==> config.mk <==
export PLATFORM = sky130hd
export DESIGN_NAME = pwm_clamp_gen
export DESIGN_NICKNAME = d
export VERILOG_FILES = /design/src/rtl/pwm_clamp_pkg.sv /design/src/rtl/pwm_prescaler.sv /design/src/rtl/pwm_down_counter.sv /design/src/rtl/pwm_irq_flags.sv /design/src/rtl/pwm_clamp_gen.sv
export SDC_FILE = /design/constraint.sdc
export NUM_CORES = 1
export LEC_CHECK = 0
export BUFFER_PORTS_ARGS = -buffer_cell sky130_fd_sc_hd__buf_2
export CAP_MARGIN = 25
export CORE_MARGIN = 1
export CORE_UTILIZATION = 51
export CTS_BUF_LIST = sky130_fd_sc_hd__clkbuf_8
export CTS_CLUSTER_DIAMETER = 100
export CTS_CLUSTER_SIZE = 10
export DETAILED_ROUTE_END_ITERATION = 8
export GPL_TIMING_DRIVEN = 0
export PLACE_DENSITY_LB_ADDON = 0.3
export SETUP_SLACK_MARGIN = 0.1
export SYNTH_ARGS = -nofsm -noshare
export SYNTH_HDL_FRONTEND = slang
export SYNTH_HIERARCHICAL = 1
export SYNTH_SLANG_ARGS = --single-unit
==> constraint.sdc <==
create_clock -name clk -period 4.43 [get_ports clk]
set_clock_uncertainty 0.15 [all_clocks]
set_input_delay 0.886 -clock clk [delete_from_list [all_inputs] [get_ports clk]]
set_output_delay 0.886 -clock clk [all_outputs]
set_load 0.02 [all_outputs]
==> src/rtl/pwm_clamp_pkg.sv <==
// Shared register addresses and control bit positions for the PWM generator.
// Assumes a control word of at least 7 bits.
package pwm_clamp_pkg;
    typedef enum logic [1:0] {
        ADDR_PERIOD = 2'd0,
        ADDR_DUTY   = 2'd1,
        ADDR_CTRL   = 2'd2,
        ADDR_FLAGS  = 2'd3
    } reg_addr_e;

    localparam int CTL_RUN    = 0;
    localparam int CTL_INV    = 1;
    localparam int CTL_MASK   = 2;
    localparam int CTL_SEL_LO = 3;
    localparam int CTL_BIE    = 5;
    localparam int CTL_MIE    = 6;
    localparam int NUM_FLAGS  = 2;
endpackage

==> src/rtl/pwm_prescaler.sv <==
// Free-running divider that emits a one-cycle count-clock tick.
// Select value s gives a tick every 2**(STEP*s) base clocks.
// Assumes the divider restarts from zero whenever run is low.
module pwm_prescaler #(
    parameter int SEL_W = 2,
    parameter int STEP  = 2,
    localparam int DIV_W = STEP * ((1 << SEL_W) - 1)
) (
    input  logic             clk,
    input  logic             rst_n,
    input  logic             run,
    input  logic [SEL_W-1:0] sel,
    output logic             tick
);
    logic [DIV_W-1:0] div_cnt;
    logic [DIV_W-1:0] div_mask;

    // Build the low-bit mask whose all-ones state marks a tick.
    always_comb begin
        div_mask = '0;
        for (int k = 0; k < DIV_W; k++) begin
            if (k < STEP * int'(sel)) div_mask[k] = 1'b1;
        end
    end

    assign tick = run && ((div_cnt & div_mask) == div_mask);

    // Advance the divider while running; clear it when stopped.
    always_ff @(posedge clk) begin
        if (!rst_n || !run) div_cnt <= '0;
        else                div_cnt <= div_cnt + 1'b1;
    end
endmodule

==> src/rtl/pwm_down_counter.sv <==
// Down-counter with active period/duty/mask registers loaded from the
// shadows at start and at each underflow. Emits underflow and match pulses.
// Assumes tick is only high while the block runs.
module pwm_down_counter #(
    parameter int W = 16
) (
    input  logic         clk,
    input  logic         rst_n,
    input  logic         start,
    input  logic         tick,
    input  logic [W-1:0] period_sh,
    input  logic [W-1:0] duty_sh,
    input  logic         mask_sh,
    output logic [W-1:0] cnt,
    output logic [W-1:0] act_duty,
    output logic         act_mask,
    output logic         borrow,
    output logic         match
);
    assign borrow = tick && (cnt == '0);
    assign match  = tick && (cnt == act_duty);

    // Reload count and active settings at start or underflow, else count down.
    always_ff @(posedge clk) begin
        if (!rst_n) begin
            cnt      <= '0;
            act_duty <= '0;
            act_mask <= 1'b0;
        end else if (start || borrow) begin
            cnt      <= period_sh;
            act_duty <= duty_sh;
            act_mask <= mask_sh;
        end else if (tick) begin
            cnt <= cnt - 1'b1;
        end
    end
endmodule

==> src/rtl/pwm_irq_flags.sv <==
// Sticky event flags with clear-by-writing-zero and per-flag enables.
// Assumes a set and a clear of the same flag on one edge resolves to set.
module pwm_irq_flags #(
    parameter int N = 2
) (
    input  logic         clk,
    input  logic         rst_n,
    input  logic [N-1:0] set_evt,
    input  logic         clr_wr,
    input  logic [N-1:0] clr_data,
    input  logic [N-1:0] ie,
    output logic         irq
);
    logic [N-1:0] flag;

    for (genvar i = 0; i < N; i++) begin : g_flag
        // Hold one flag: set on event, drop on a zero written to its bit.
        always_ff @(posedge clk) begin
            if (!rst_n)                        flag[i] <= 1'b0;
            else if (set_evt[i])               flag[i] <= 1'b1;
            else if (clr_wr && !clr_data[i])   flag[i] <= 1'b0;
        end
    end

    assign irq = |(flag & ie);
endmodule

==> src/rtl/pwm_clamp_gen.sv <==
// Top of the PWM generator: register write decode, shadow registers,
// prescaler, down-counter, flags and the output level stage.
// Assumes one register write per cycle and CNT_W >= 7.
module pwm_clamp_gen
    import pwm_clamp_pkg::*;
#(
    parameter int CNT_W = 16,
    parameter int SEL_W = 2,
    parameter int STEP  = 2
) (
    input  logic             clk,
    input  logic             rst_n,
    input  logic             wr_en,
    input  logic [1:0]       wr_addr,
    input  logic [CNT_W-1:0] wr_data,
    output logic             pwm_out,
    output logic             irq
);
    logic [CNT_W-1:0]     period_sh, duty_sh;
    logic                 run, inv, mask_sh, mask_nx;
    logic [SEL_W-1:0]     sel;
    logic [NUM_FLAGS-1:0] ie;
    logic                 ctrl_wr, start, tick, borrow, match;
    logic [CNT_W-1:0]     cnt, act_duty;
    logic                 act_mask;

    assign ctrl_wr = wr_en && (reg_addr_e'(wr_addr) == ADDR_CTRL);
    assign start   = ctrl_wr && wr_data[CTL_RUN] && !run;
    assign mask_nx = ctrl_wr ? wr_data[CTL_MASK] : mask_sh;

    // Capture register writes into the shadow and control registers.
    always_ff @(posedge clk) begin
        if (!rst_n) begin
            period_sh <= '0;
            duty_sh   <= '0;
            run       <= 1'b0;
            inv       <= 1'b0;
            mask_sh   <= 1'b0;
            sel       <= '0;
            ie        <= '0;
        end else if (wr_en) begin
            case (reg_addr_e'(wr_addr))
                ADDR_PERIOD: period_sh <= wr_data;
                ADDR_DUTY:   duty_sh   <= wr_data;
                ADDR_CTRL: begin
                    run     <= wr_data[CTL_RUN];
                    inv     <= wr_data[CTL_INV];
                    mask_sh <= wr_data[CTL_MASK];
                    sel     <= wr_data[CTL_SEL_LO +: SEL_W];
                    ie      <= {wr_data[CTL_MIE], wr_data[CTL_BIE]};
                end
                default: ;
            endcase
        end
    end

    pwm_prescaler #(.SEL_W(SEL_W), .STEP(STEP)) u_presc (
        .clk(clk), .rst_n(rst_n), .run(run), .sel(sel), .tick(tick)
    );

    pwm_down_counter #(.W(CNT_W)) u_cnt (
        .clk(clk), .rst_n(rst_n), .start(start), .tick(tick),
        .period_sh(period_sh), .duty_sh(duty_sh), .mask_sh(mask_nx),
        .cnt(cnt), .act_duty(act_duty), .act_mask(act_mask),
        .borrow(borrow), .match(match)
    );

    pwm_irq_flags #(.N(NUM_FLAGS)) u_flags (
        .clk(clk), .rst_n(rst_n), .set_evt({match, borrow}),
        .clr_wr(wr_en && (reg_addr_e'(wr_addr) == ADDR_FLAGS)),
        .clr_data(wr_data[NUM_FLAGS-1:0]), .ie(ie), .irq(irq)
    );

    // Output level: inactive when stopped or masked, else duty comparison.
    always_comb begin
        if (!run || act_mask) pwm_out = inv;
        else                  pwm_out = (cnt <= act_duty) ^ inv;
    end
endmodule

==> results of run 1 <==
[worst max-delay path: cells and delay by family (launching register included)]
kind	cells	cell delay, ns
fa+ha+maj	1	0.32
xor+xnor	1	0.15
buf+inv	1	0.18
compound gates	4	0.87
flops	1	0.49
[per-layer routing]
metal | vias up | wire length [um] | global-route usage (%)
met3 | 10 | 330 | 3.12
met4 | 0 | 103 | 6.92
met5 | - | 0 | 0
li1 | 1764 | - | -
met2 | 60 | 4590 | 41.1
met1 | 1629 | 4640 | 31.8
[layout make-up]
class	count	area share [%]
plain buffers	31	3.20
multi-input cells	364	51.5
repair buffers	22	2.37
clock buffers	11	3.26
well taps	102	2.75
inverters	19	1.53
flip-flops and latches	80	34.5
clock inverters	3	0.915
[registers in the layout, summed over array words and instances, names as in the netlist]
name and cells:
u_cnt/cnt 16, mask_sh 1, ie 2, u_presc/div_cnt 6, run 1, period_sh 16, duty_sh 16, inv 1
sel 2, u_flags/flag 2, u_cnt/act_mask 1, u_cnt/act_duty 16
[layout by cell type (no fill, tap or decap), drive strengths merged, types with 4 or more instances in the layout]
cell	count
clkbuf	28
nor3	6
xnor2	20
o21bai	6
a21oi	9
dfxtp	80
a21boi	35
nor2	9
nand4	10
or4	4
o31ai	6
nor3b	5
nand3	9
inv	19
ha	19
nor2b	8
nand2	123
nor4	8
xor2	10
mux2i	31
buf	36
o21ai	9
[synthesized netlist by cell type (all sizes together)]
master	instances
nand2	123
dfxtp	80
a21boi	35
mux2i	31
xnor2	20
ha	19
inv	19
clkbuf	17
buf	14
nand4	10
xor2	10
a21oi	9
nand3	9
nor2	9
o21ai	9
nor2b	8
nor4	8
nor3	6
o21bai	6
o31ai	6
nor3b	5
or4	4
and3	3
nand2b	3
nand3b	3
o211ai	3
o311ai	3
or3	3
a21o	2
and3b	2
o31a	2
a211oi	1
a22o	1
a311o	1
and2	1
and4b	1
mux2	1
nand4b	1
nor4b	1
nor4bb	1
o21a	1
o21ba	1
or3b	1
or4b	1
[worst paths after layout]
check	startpoint	depth (start not counted)	endpoint
min reg2reg	duty_sh[6]	2	duty_sh[6]
max reg2reg	u_presc/div_cnt[0]	9	u_cnt/cnt[10]
min	duty_sh[6]	2	duty_sh[6]
max	u_cnt/cnt[11]	7	pwm_out
[per-stage QoR]
stage | total power, uW | area (um^2) | cells | hold slack, ns
detailed placement | 993 | 4450 | 618 | 0.297
CTS | 1510 | 4650 | 632 | 0.309
floorplan | 931 | 4220 | 494 | 0.285
global route | 1570 | 4650 | 632 | 0.329
finish | 1510 | 4650 | 632 | 0.307
global placement | 986 | 4450 | 618 | 0.293
[where the power goes]
part | leakage [uW] | total, uW | internal [uW] | switching, uW
Sequential | 0.000648 | 763 | 740 | 23.0
Clock | 0.0000973 | 527 | 284 | 243
Combinational | 0.00109 | 215 | 91.5 | 123
Total | 0.00183 | 1510 | 1120 | 389
[logic make-up after synthesis]
group	Yosys count	share of synthesized area [%]
compound gates	80	13.6
xor+xnor	30	6.23
simple gates	203	23.6
mux	32	7.63
fa+ha+maj	19	5.64
flops	80	38.0
buf+inv	50	5.22
==> impl_metrics.tcl, run 1 <==
set metrics [dict create \
    outcome "complete, no violations" \
    avgViaCountPerCell 5.48 \
    ant_nets 0 \
    syn_inst 494 \
    finalCritPeriodShare_pct 76.3 \
    ir_drop_v 0.000266 \
    setup_viol 0 \
    slew_headroom_pct 36.0 \
    ys_ff_latch 80 \
    nets 567 \
    syn-cell-area_mm2 0.00422 \
    initial_core_util_pct 53.7 \
    grt_use_total_pct 24.1 \
    synth_cell_type_count 52 \
    yosys.area.top_type "dfxtp_1" \
    cp_data_required_time_ns 3.39 \
    crit_type "reg -> out" \
    fin_crit_ns 3.38 \
    max_cap_viol_count 0 \
    die_width_um 92.9 \
    core_mm2 0.00785 \
    route.vias.total 3463 \
    fin_util_pct 59.2 \
    fp.dieArea_mm2 0.00864 \
    grt_setup_unrepaired "no" \
    cts-root-buf "clkbuf_8" \
    leakagePower_uw 0.00183 \
    synth_top_area_share_pct 38.0 \
    worst_pin_slew_ns 0.947 \
    grt_pass1_wl_mm 16.2 \
    multi_input_area_mm2 0.00239 \
    dp_slack_ns 1.42 \
    area_growth_pct 10.2 \
    antenna_found_initial 0 \
    hold_class "reg -> reg" \
    drc_errors 0 \
    grt_max_degree 13 \
    slew_viol_final 0 \
    ctsHoldBuffers 0 \
    tritoncts "built" \
    cts-buffers-inserted 9 \
    overflow 0 \
    syn_nets 534 \
    hold_viol 0 \
    r2r_slack_ns 1.78 \
    fill_cells 748 \
    max_freq_mhz 296 \
    yosysWarnings 6 \
    cts_resized 0 \
    timing.final.ws_setup_ns 1.05 \
    post-cts-setup-buffer-count 0 \
    regArea_mm2 0.00160 \
    place_hpwl_mm 7.43 \
    io_buffers 22 \
    clockBufferDepth 2 \
    arrival_ns 2.34 \
    gp_congestion 0.855 \
    cpPeakStageDelay_ns 0.49 \
    fp.dieH_um 92.9 \
    cts_max_level 3 \
    yosysSeqAreaShare_pct 38.0 \
    n_antenna_cell 0 \
    cts_sinks 80 \
    syn_area_per_cell_um2 8.54 \
    crit_slowest_cell "dfxtp_1" \
    clk_latency_ns 0.33 \
    drt_wl_total_mm 9.66 \
    endpoint_kind "primary output" \
    crit_chain "ha_1 > a21oi_1 > o211ai_1 > a311o_1 > o31ai_2 > xor2_1 > buf_2" \
    rows 32 \
    io_pins 23 \
    grt_pass1_vias 3379 \
    p_per_area_mw_per_mm2 324 \
    dr.pass1.iters 5 \
    drive_gt1_share_pct 11.7 \
    crit_fanout 7 \
    setup_tns_ns 0 \
    wl_per_cell_um 15.3 \
    drtIter0Drc 188 \
    yosys-top-cells-area "dfxtp_1 (38%), nand2_1 (11%), mux2i_1 (7.4%), a21boi_1 (5.9%), ha_1 (5.6%)" \
    startpoint_type "flip-flop" \
    clk_pin_slew_ns 0.08 \
]
Note: power is estimated with default switching activity, not from simulation.
==> inputs of run 2 (changes only) <==
Settings changed: ABC_AREA from default to 1.
Clock period 4.43 ns to 2.8 ns, I/O delays scaled along.
==> impl_metrics.tcl, run 2 <==
set metrics [dict create \
    holdCritStartpoint "wr_data[14]" \
    grt_pass1_wl_mm 18.2 \
    power.share.combinational_pct 21.7 \
    slew_headroom_pct 59.3 \
    final_cell_mix "nor2_1 (121), nand2_1 (98), inv_1 (78), o21ai_0 (56), dfxtp_1 (54)" \
    initial_core_util_pct 53.9 \
    max_freq_mhz 377 \
    core_mm2 0.00789 \
    worst_pin_slew_ns 0.611 \
    yosysSeqAreaShare_pct 37.7 \
    syn_nets 663 \
    arrival_ns 1.94 \
    finalCritPeriodShare_pct 94.8 \
    syn_area_per_cell_um2 6.82 \
    crit_type "reg -> out" \
    grt_max_degree 16 \
    endpoint_kind "primary output" \
    hold_class "in -> reg" \
    timing.final.ws_setup_ns 0.145 \
    wl_per_cell_um 14.4 \
    r2r_slack_ns 0.25 \
    area_growth_pct 16.5 \
    ant_nets 0 \
    clockBufferDepth 2 \
    tritoncts "built" \
    synth_top_area_share_pct 37.7 \
    yosysWarnings 6 \
    max_cap_viol_count 0 \
    syn_inst 623 \
    design_area_mm2 0.00495 \
    drtIter0Drc 246 \
    avgViaCountPerCell 5.24 \
    startpoint_type "flip-flop" \
    dp_slack_ns 0.245 \
    crit_fanout 3 \
    p_sw_uw 893 \
    cts-root-buf "clkbuf_8" \
    ir_drop_v 0.000359 \
    yosys.area.top_type "dfxtp_1" \
    yosys-top-cells-area "dfxtp_1 (38%), nor2_1 (11%), nand2_1 (8.9%), inv_1 (7.3%), o21ai_0 (6.7%)" \
    n_antenna_cell 0 \
    fp.dieArea_mm2 0.00870 \
    nets 705 \
    rows 32 \
    gp_congestion 0.920 \
    cts-buffers-inserted 9 \
    grt_use_total_pct 27.5 \
    regArea_mm2 0.00165 \
    synthArstFlopShare_pct 0 \
    place_hpwl_mm 8.23 \
    netlist_top_cells_count "nor2_1 (123), nand2_1 (101), inv_1 (83), dfxtp_1 (80), o21ai_0 (57)" \
    cts_max_level 3 \
    setup_viol 0 \
    switching_share_pct 32.2 \
    ctsHoldBuffers 0 \
    dp_cells 747 \
    synth_cell_type_count 37 \
    cts_sinks 80 \
    io_pins 23 \
    hold_path_end "period_sh[14]" \
    p_per_area_mw_per_mm2 559 \
    leakagePower_uw 0.00227 \
    ys_ff_latch 80 \
    dr.pass1.iters 5 \
    grt_pass1_vias 3724 \
    clk_latency_ns 0.35 \
    fin_crit_ns 2.65 \
    synth.most_common_cell "nor2_1" \
    drive_gt1_share_pct 20.4 \
    layout_commonest_cell "nor2_1" \
    syn-cell-area_mm2 0.00425 \
    reg2reg_depth 13 \
    io_buffers 22 \
    outcome "complete, no violations" \
    p_seq_share_pct 45.3 \
    die_width_um 93.3 \
    fp.dieH_um 93.3 \
    drc_errors 0 \
    cp_data_required_time_ns 2.09 \
    drt_wl_total_mm 11.1 \
    fill_cells 700 \
    r2r-end "u_flags/flag[1]" \
    route.vias.total 4044 \
    intPower_uw 1880 \
    grt_setup_unrepaired "yes" \
    overflow 0 \
    power_frac_clock_pct 33.0 \
    reg2reg_from "u_presc/div_cnt[0]" \
    slew_viol_final 0 \
    multi_input_area_mm2 0.00231 \
    synth-edff-count 0 \
    instances_no_fill 772 \
    hold-path-cell-count 3 \
    hold_viol 0 \
    ys.flop_type "dfxtp_1" \
    place_area_mm2 0.00449 \
    setup_tns_ns 0 \
    antenna_found_initial 0 \
    clk_pin_slew_ns 0.09 \
]
==> run 2: changes by cell type after synthesis, moves of 22 or more <==
| cell | change |
|---|---|
| nor2_1 | +114 |
| inv_1 | +64 |
| o21ai_0 | +48 |
| a21boi_1 | -32 |
| mux2i_1 | -31 |
| a21oi_1 | +30 |
| nand2_1 | -22 |
==> run 2: cell type report <==
class / count / area share [%]
Buffer: 20 / 2.50
Clock buffer: 10 / 2.78
Clock inverter: 6 / 1.52
Inverter: 91 / 6.90
Multi-Input combinational cell: 432 / 46.7
Sequential cell: 80 / 33.3
Tap cell: 102 / 2.58
Timing Repair Buffer: 31 / 3.72
==> run 2: critical path: stages, from the launching register on <==
cell,delay (ns)
dfxtp_4,0.37
inv_2,0.04
ha_4,0.26
nand4_1,0.13
nor3_4,0.23
nand2_1,0.08
nand2_1,0.07
nand2_2,0.08
nand2_1,0.06
nand2_1,0.04
nand2_1,0.05
inv_1,0.05
buf_6,0.12
==> run 2: worst max-delay path by stage <==
| stage | from | end | slack, ns | cells after the start |
|---|---|---|---|---|
| 3_3_place_gp | u_cnt/act_duty[11] | pwm_out | 0.30 | 12 |
| 4_1_cts | u_cnt/act_duty[11] | pwm_out | 0.10 | 11 |
| 2_1_floorplan | u_cnt/cnt[3] | pwm_out | 0.70 | 14 |
| 5_1_grt | u_cnt/act_duty[5] | pwm_out | -0.002 | 14 |
| 6_report | u_cnt/act_duty[11] | pwm_out | 0.15 | 12 |
| 3_5_place_dp | u_presc/div_cnt[0] | u_flags/flag[1] | 0.25 | 13 |
==> run 2: routing by layer <==
layer  GRT usage (%)  up-vias  wire length [um]
li1                -     2062                 -
met5               0        -                 0
met2            43.0      131              4840
met1            38.1     1833              5300
met4            10.5        0               273
met3            4.31       18               716
==> run 2: stage by stage <==
stage          util [%]  total power (uW)  hold WS, ns
3_5_place_dp       56.9              1810        0.289
5_1_grt            62.8              2920        0.293
2_1_floorplan         -              1660        0.268
6_report           62.8              2770        0.299
3_3_place_gp       56.9              1800        0.278
4_1_cts            61.3              2740        0.289
==> run 2: timing repair <==
item / CTS / global route
pin swaps: 5 / 8
gates resized for setup: 29 / 30
buffers inserted: 7 / 2
endpoints found under the setup margin: 1 / 2
==> run 2: kinds of logic (layout without fill, tap and decap cells) <==
kind of cell / after synthesis / in the layout / synth area share [%]
compound gates: 116 / 116 / 14.4
buf+inv: 111 / 158 / 10.9
fa+ha+maj: 19 / 19 / 5.59
flops: 80 / 80 / 37.7
xor+xnor: 15 / 15 / 3.09
simple gates: 282 / 282 / 28.3
==> run 2: power by group through the flow <==
stage	logic [uW]	clock network [uW]	registers, uW
after floorplan	403	0	1260
after global placement	520	0	1280
after detailed placement	531	0	1280
after CTS	571	922	1250
after global routing	677	978	1260
final	602	913	1250
